**src/rtl/dchain_pkg.sv**
```systemverilog
package dchain_pkg;

  // Ownership state held by each arbitration cell.
  typedef enum logic {
    CELL_IDLE = 1'b0,
    CELL_OWN  = 1'b1
  } cell_state_e;

  localparam int unsigned RST_STAGES_DEFAULT = 2;

endpackage

```
**src/rtl/dchain_rst_sync.sv**
```systemverilog
module dchain_rst_sync #(
  parameter int unsigned STAGES = 2
) (
  input  logic clk,
  input  logic arst_n,
  output logic srst_n
);

  logic [STAGES-1:0] pipe_q;
  logic [STAGES-1:0] pipe_d;

  always_comb begin
    pipe_d = {pipe_q[STAGES-2:0], 1'b1};
  end

  // Assert immediately, release only after STAGES rising edges.
  always_ff @(posedge clk or negedge arst_n) begin
    if (!arst_n) begin
      pipe_q <= '0;
    end else begin
      pipe_q <= pipe_d;
    end
  end

  assign srst_n = pipe_q[STAGES-1];

endmodule

```
**src/rtl/dchain_cell.sv**
```systemverilog
module dchain_cell
  import dchain_pkg::*;
(
  input  logic clk,
  input  logic rst_n,
  input  logic own_req_i,   // local peripheral request
  input  logic up_req_i,    // requests from cells further from the resource
  output logic dn_req_o,    // requests toward the resource
  input  logic up_hold_i,   // a cell further out currently owns the grant
  output logic dn_hold_o,   // ownership flag toward the resource
  input  logic dn_ack_i,    // acknowledge arriving from the resource side
  output logic up_ack_o,    // acknowledge passed further out
  output logic gnt_o
);

  cell_state_e state_q;
  cell_state_e state_d;
  logic        owner;
  logic        claim;
  logic        win;
  logic        state_en;

  always_comb begin
    owner     = (state_q == CELL_OWN);
    win       = dn_ack_i & own_req_i & ~up_hold_i;
    // An owner keeps the acknowledge; an idle requester takes it unless
    // someone further out already owns the resource.
    claim     = owner | (own_req_i & ~up_hold_i);
    up_ack_o  = dn_ack_i & ~claim;
    dn_req_o  = own_req_i | up_req_i;
    dn_hold_o = owner | up_hold_i;
    state_en  = owner ? ~own_req_i : win;
    state_d   = owner ? CELL_IDLE : CELL_OWN;
  end

  always_ff @(posedge clk or negedge rst_n) begin
    if (!rst_n) begin
      state_q <= CELL_IDLE;
    end else if (state_en) begin
      state_q <= state_d;
    end
  end

  assign gnt_o = owner;

endmodule

```
**src/rtl/dchain_arb.sv**
```systemverilog
module dchain_arb
  import dchain_pkg::*;
#(
  parameter int unsigned N_CELLS    = 4,
  parameter int unsigned RST_STAGES = RST_STAGES_DEFAULT
) (
  input  logic               clk,
  input  logic               rst_n,
  input  logic [N_CELLS-1:0] per_req_i,
  output logic [N_CELLS-1:0] per_gnt_o,
  output logic               bus_req_o,
  input  logic               bus_ack_i
);

  localparam int unsigned LINKS = N_CELLS + 1;

  logic             srst_n;
  logic [LINKS-1:0] req_link;   // req_link[i] enters cell i-1 from cell i
  logic [LINKS-1:0] hold_link;
  logic [LINKS-1:0] ack_link;   // ack_link[i] enters cell i
  logic             unused_chain_ends;

  dchain_rst_sync #(
    .STAGES (RST_STAGES)
  ) u_rst (
    .clk    (clk),
    .arst_n (rst_n),
    .srst_n (srst_n)
  );

  assign req_link[N_CELLS]  = 1'b0;
  assign hold_link[N_CELLS] = 1'b0;
  assign ack_link[0]        = bus_ack_i;

  for (genvar i = 0; i < N_CELLS; i++) begin : g_cell
    dchain_cell u_cell (
      .clk       (clk),
      .rst_n     (srst_n),
      .own_req_i (per_req_i[i]),
      .up_req_i  (req_link[i+1]),
      .dn_req_o  (req_link[i]),
      .up_hold_i (hold_link[i+1]),
      .dn_hold_o (hold_link[i]),
      .dn_ack_i  (ack_link[i]),
      .up_ack_o  (ack_link[i+1]),
      .gnt_o     (per_gnt_o[i])
    );
  end

  assign bus_req_o         = req_link[0];
  assign unused_chain_ends = hold_link[0] ^ ack_link[N_CELLS];

endmodule

```
**config.mk**
```make
export PLATFORM = sky130hd
export DESIGN_NAME = dchain_arb
export DESIGN_NICKNAME = d
export VERILOG_FILES = /design/src/rtl/dchain_pkg.sv /design/src/rtl/dchain_rst_sync.sv /design/src/rtl/dchain_cell.sv /design/src/rtl/dchain_arb.sv
export SDC_FILE = /design/constraint.sdc
export NUM_CORES = 1
export LEC_CHECK = 0
export ABC_AREA = 1
export BUFFER_PORTS_ARGS = -buffer_cell sky130_fd_sc_hd__buf_2
export CAP_MARGIN = 20
export CORE_AREA = 4 4 41 43
export DETAILED_ROUTE_END_ITERATION = 8
export DIE_AREA = 0 0 45 47
export PLACE_DENSITY = 0.53
export SLEW_MARGIN = 20
export SYNTH_ARGS = -nofsm -noshare
export SYNTH_HDL_FRONTEND = slang
export SYNTH_SLANG_ARGS = --single-unit
```
**constraint.sdc**
```tcl
create_clock -name clk -period 1.62 [get_ports clk]
set_input_delay 0.162 -clock clk [delete_from_list [all_inputs] [get_ports clk]]
set_output_delay 0.162 -clock clk [all_outputs]
set_load 0.01 [all_outputs]
```
==> metrics.log <==
[metrics] status: completed
[metrics] type of the worst min-delay path: register to asynchronous set/reset pin
[metrics] Initial Util: 0.2212
[metrics] Cell Pwr Density: 1012 mW/mm2
[metrics] final HPWL from detailed placement: 438.4 um
[metrics] number of distinct library cells after synthesis: 11
[metrics] max-slew violation total from the final report: 0
[metrics] number of levels the H-tree was split into: 1
[metrics] clock network fraction of design power: 0.358
[metrics] clock-pin slew reported for the worst setup and hold paths after clock tree synthesis: 0.04 ns
[metrics] Antenna Nets Post-Route: 0
[metrics] share of synthesized area occupied by flip-flops and latches: 0.5217
[metrics] mean area per synthesized cell: 8.464 um2
[metrics] average routed wire per standard cell: 8.433 um
[metrics] IR drop worst, VDD: 0.0003604 V
[metrics] data required time of the worst path: 1.74 ns
[metrics] clock insertion delay at the later pin of the skew report: 0.24 ns
[metrics] clock tree skew after final layout: 0.0005233 ns
[metrics] count of mapped cells out of synthesis: 34
[metrics] endpoint class of the critical path: register
[metrics] die span in x: 45 um
[metrics] DIE HEIGHT: 47 um
[metrics] area after detailed placement: 331.6 um2
[metrics] maximum clock insertion buffer count: 2
[metrics] # IOs: 12
[metrics] critical path class: register to register
[metrics] total global routing overflow: 0
[metrics] sum of negative setup slack: 0 ns
[metrics] max-cap violations: 0
[metrics] Post-Syn Area: 287.8 um2
[metrics] Fmax: 951.0 MHz
[metrics] # diodes: 0
[metrics] total number of vias: 238
[metrics] arrival time worst endpoint: 1.17 ns
[metrics] source of the critical timing path: g_cell[2].u_cell.gnt_o
[metrics] Reg-to-Reg Start: g_cell[2].u_cell.gnt_o
[metrics] critical-path cell list: nor2_1 > a21oi_1 > nand3_1 > a21oi_1
[metrics] first-pass GRT wire length: 945 um
[metrics] Placer Congestion: 0.7510
[metrics] via count of the first global-routing pass: 256
[metrics] clock tree from TritonCTS: done
[metrics] CTS Hold Bufs: 1
[metrics] Post-route DRC: 0
[metrics] fraction of layout cells with a size suffix above 1: 0.3333
[metrics] largest stage delay on the critical path: 0.40 ns
[metrics] Period Utilization, post-route: 0.6491
[metrics] startpoint class of the critical path: register
[metrics] final critical delay including setup and external delays: 1.051 ns
[metrics] count of clock tree sinks: 6
[metrics] overall routed net length: 506 um
[metrics] DR vias/cell: 3.967
[metrics] setup slack on the worst flop-to-flop path: 0.57 ns
[metrics] sw power: 0.09450 mW
[metrics] root buffer cell: sky130_fd_sc_hd__clkbuf_4
[metrics] Post-CTS Setup Repair Bufs: 0
[metrics] synthesized flop and latch total: 6
[metrics] Cell Rows: 13
[metrics] largest net degree at the start of global routing: 5
[metrics] part of the total power dissipated in sequential elements: 0.469
[metrics] gr usage total: 0.06459
[metrics] final net count: 54
[metrics] Pre-Repair DR Iteration Count: 2
[metrics] signed area change from the synthesized netlist to the final layout: 26.52%
[metrics] unrepaired setup endpoints after global routing: no
[metrics] Synth Warn #: 0
[metrics] internal cell power: 0.2740 mW
[metrics] cell at the slowest stage of the critical path: sky130_fd_sc_hd__dfrtp_1
[metrics] Net Sw Frac: 0.2565
[metrics] power share of the combinational group: 0.173
[metrics] Synthesized Nets: 41
[metrics] leakage: 0.1951 nW
[metrics] TritonCTS buffer count: 3
[metrics] CP most frequent cell: sky130_fd_sc_hd__a21oi_1
[metrics] number of DRC markers after the initial detailed-route iteration: 2
[metrics] count of buffers from port buffering: 11
[metrics] largest fanout on the critical path: 4
[metrics] count of final setup violators: 0
[metrics] initial antenna violation count: 0
[metrics] post-route design area: 364.1 um2
[metrics] core footprint: 0.001301 mm2
[metrics] fill cell total of the finished layout: 158
[metrics] DIE AREA: 0.002115 mm2
[metrics] Hold Violations, Final: 0
[metrics] post-cts sizing count: 0
-- cell usage in the layout (no fill, tap or decap), types with 2 or more instances in the layout --
cell type | netlist | routed
sky130_fd_sc_hd__a21oi_1 | 4 | 4
sky130_fd_sc_hd__buf_2 | 0 | 11
sky130_fd_sc_hd__clkbuf_4 | 0 | 3
sky130_fd_sc_hd__dfrtp_1 | 6 | 6
sky130_fd_sc_hd__inv_1 | 8 | 8
sky130_fd_sc_hd__nand2_1 | 2 | 2
sky130_fd_sc_hd__nand3_1 | 3 | 3
sky130_fd_sc_hd__nor2_1 | 3 | 3
-- path summary, 6_finish.rpt --
kind                                          endpoint  cells past startpoint
max in group asynchronous              u_rst.pipe_q[1]                      2
worst min register to register  g_cell[1].u_cell.gnt_o                      0
worst max-delay path            g_cell[2].u_cell.gnt_o                      4
min in group clk                g_cell[3].u_cell.gnt_o                      3
worst max register to register  g_cell[2].u_cell.gnt_o                      4
worst min-delay path            g_cell[1].u_cell.gnt_o                      0
-- flip-flops by register name (all words and copies together), names as in the netlist --
name / cells
g_cell.u_cell.gnt_o: 4
u_rst.pipe_q: 2
-- power by group through the flow --
stage	clock [mW]	combinational, mW	sequential, mW
2_1_floorplan	0	0.0522	0.174
3_3_place_gp	0	0.0628	0.175
3_5_place_dp	0	0.0630	0.176
4_1_cts	0.141	0.0650	0.173
5_1_grt	0.156	0.0756	0.175
6_report	0.132	0.0637	0.173
-- worst max-delay path, delay by kind of cell (launching register included) --
family	cells	cell delay, ns
flip-flops	1	0.40
AND/OR/NAND/NOR	2	0.34
AO/OA/AOI/OAI	2	0.20
-- synthesized netlist by cell type (all sizes together) --
| cell type | number | area share |
|---|---|---|
| a21oi | 5 | 0.10 |
| dfrtp | 6 | 0.52 |
| nand2 | 2 | 0.026 |
| o21ai | 1 | 0.017 |
| inv | 8 | 0.10 |
| nand3 | 3 | 0.052 |
| conb | 1 | 0.013 |
| buf | 4 | 0.10 |
| nand4 | 1 | 0.022 |
| nor2 | 3 | 0.039 |
-- metal layers --
metal | GRT usage | vias up | share of wire
met1 | 0.06308 | 110 | 0.41
met5 | 0 | - | 0
li1 | - | 121 | -
met2 | 0.09605 | 7 | 0.48
met3 | 0.04215 | 0 | 0.11
met4 | 0.05263 | 0 | 0
-- stage by stage --
step           worst slack (ns)  std cells    util  total power [mW]  hold WS, ns
3_3_place_gp             0.5813         56  0.2548            0.2383     -0.05082
3_5_place_dp             0.5606         56  0.2548            0.2387     -0.05025
2_1_floorplan            0.6629         34       -            0.2261      -0.1336
6_report                 0.5685         60  0.2798            0.3685      0.05383
5_1_grt                  0.4209         60  0.2798            0.4060      0.07454
4_1_cts                  0.5585         60  0.2798            0.3791      0.06286
-- final cells by class --
| class | count | area (um2) | share of cell area |
|---|---|---|---|
| Timing Repair Buffer | 12 | 65.06 | 0.1787 |
| Clock buffer | 3 | 22.52 | 0.06186 |
| Sequential cell | 6 | 150.1 | 0.4124 |
| Multi-Input combinational cell | 16 | 77.57 | 0.2131 |
| Inverter | 8 | 30.03 | 0.08247 |
| Tap cell | 15 | 18.77 | 0.05155 |
-- logic make-up (layout without fill, tap and decap cells) --
kind of cell	Yosys count	count (layout)	share of synthesized area
DFF	6	6	0.5217
and+or+nand+nor	9	9	0.1391
AOI/OAI and AO/OA	6	6	0.1174
buffers and inverters	12	23	0.2087
other	1	1	0.01303
Power figures use the tool's default switching activity.
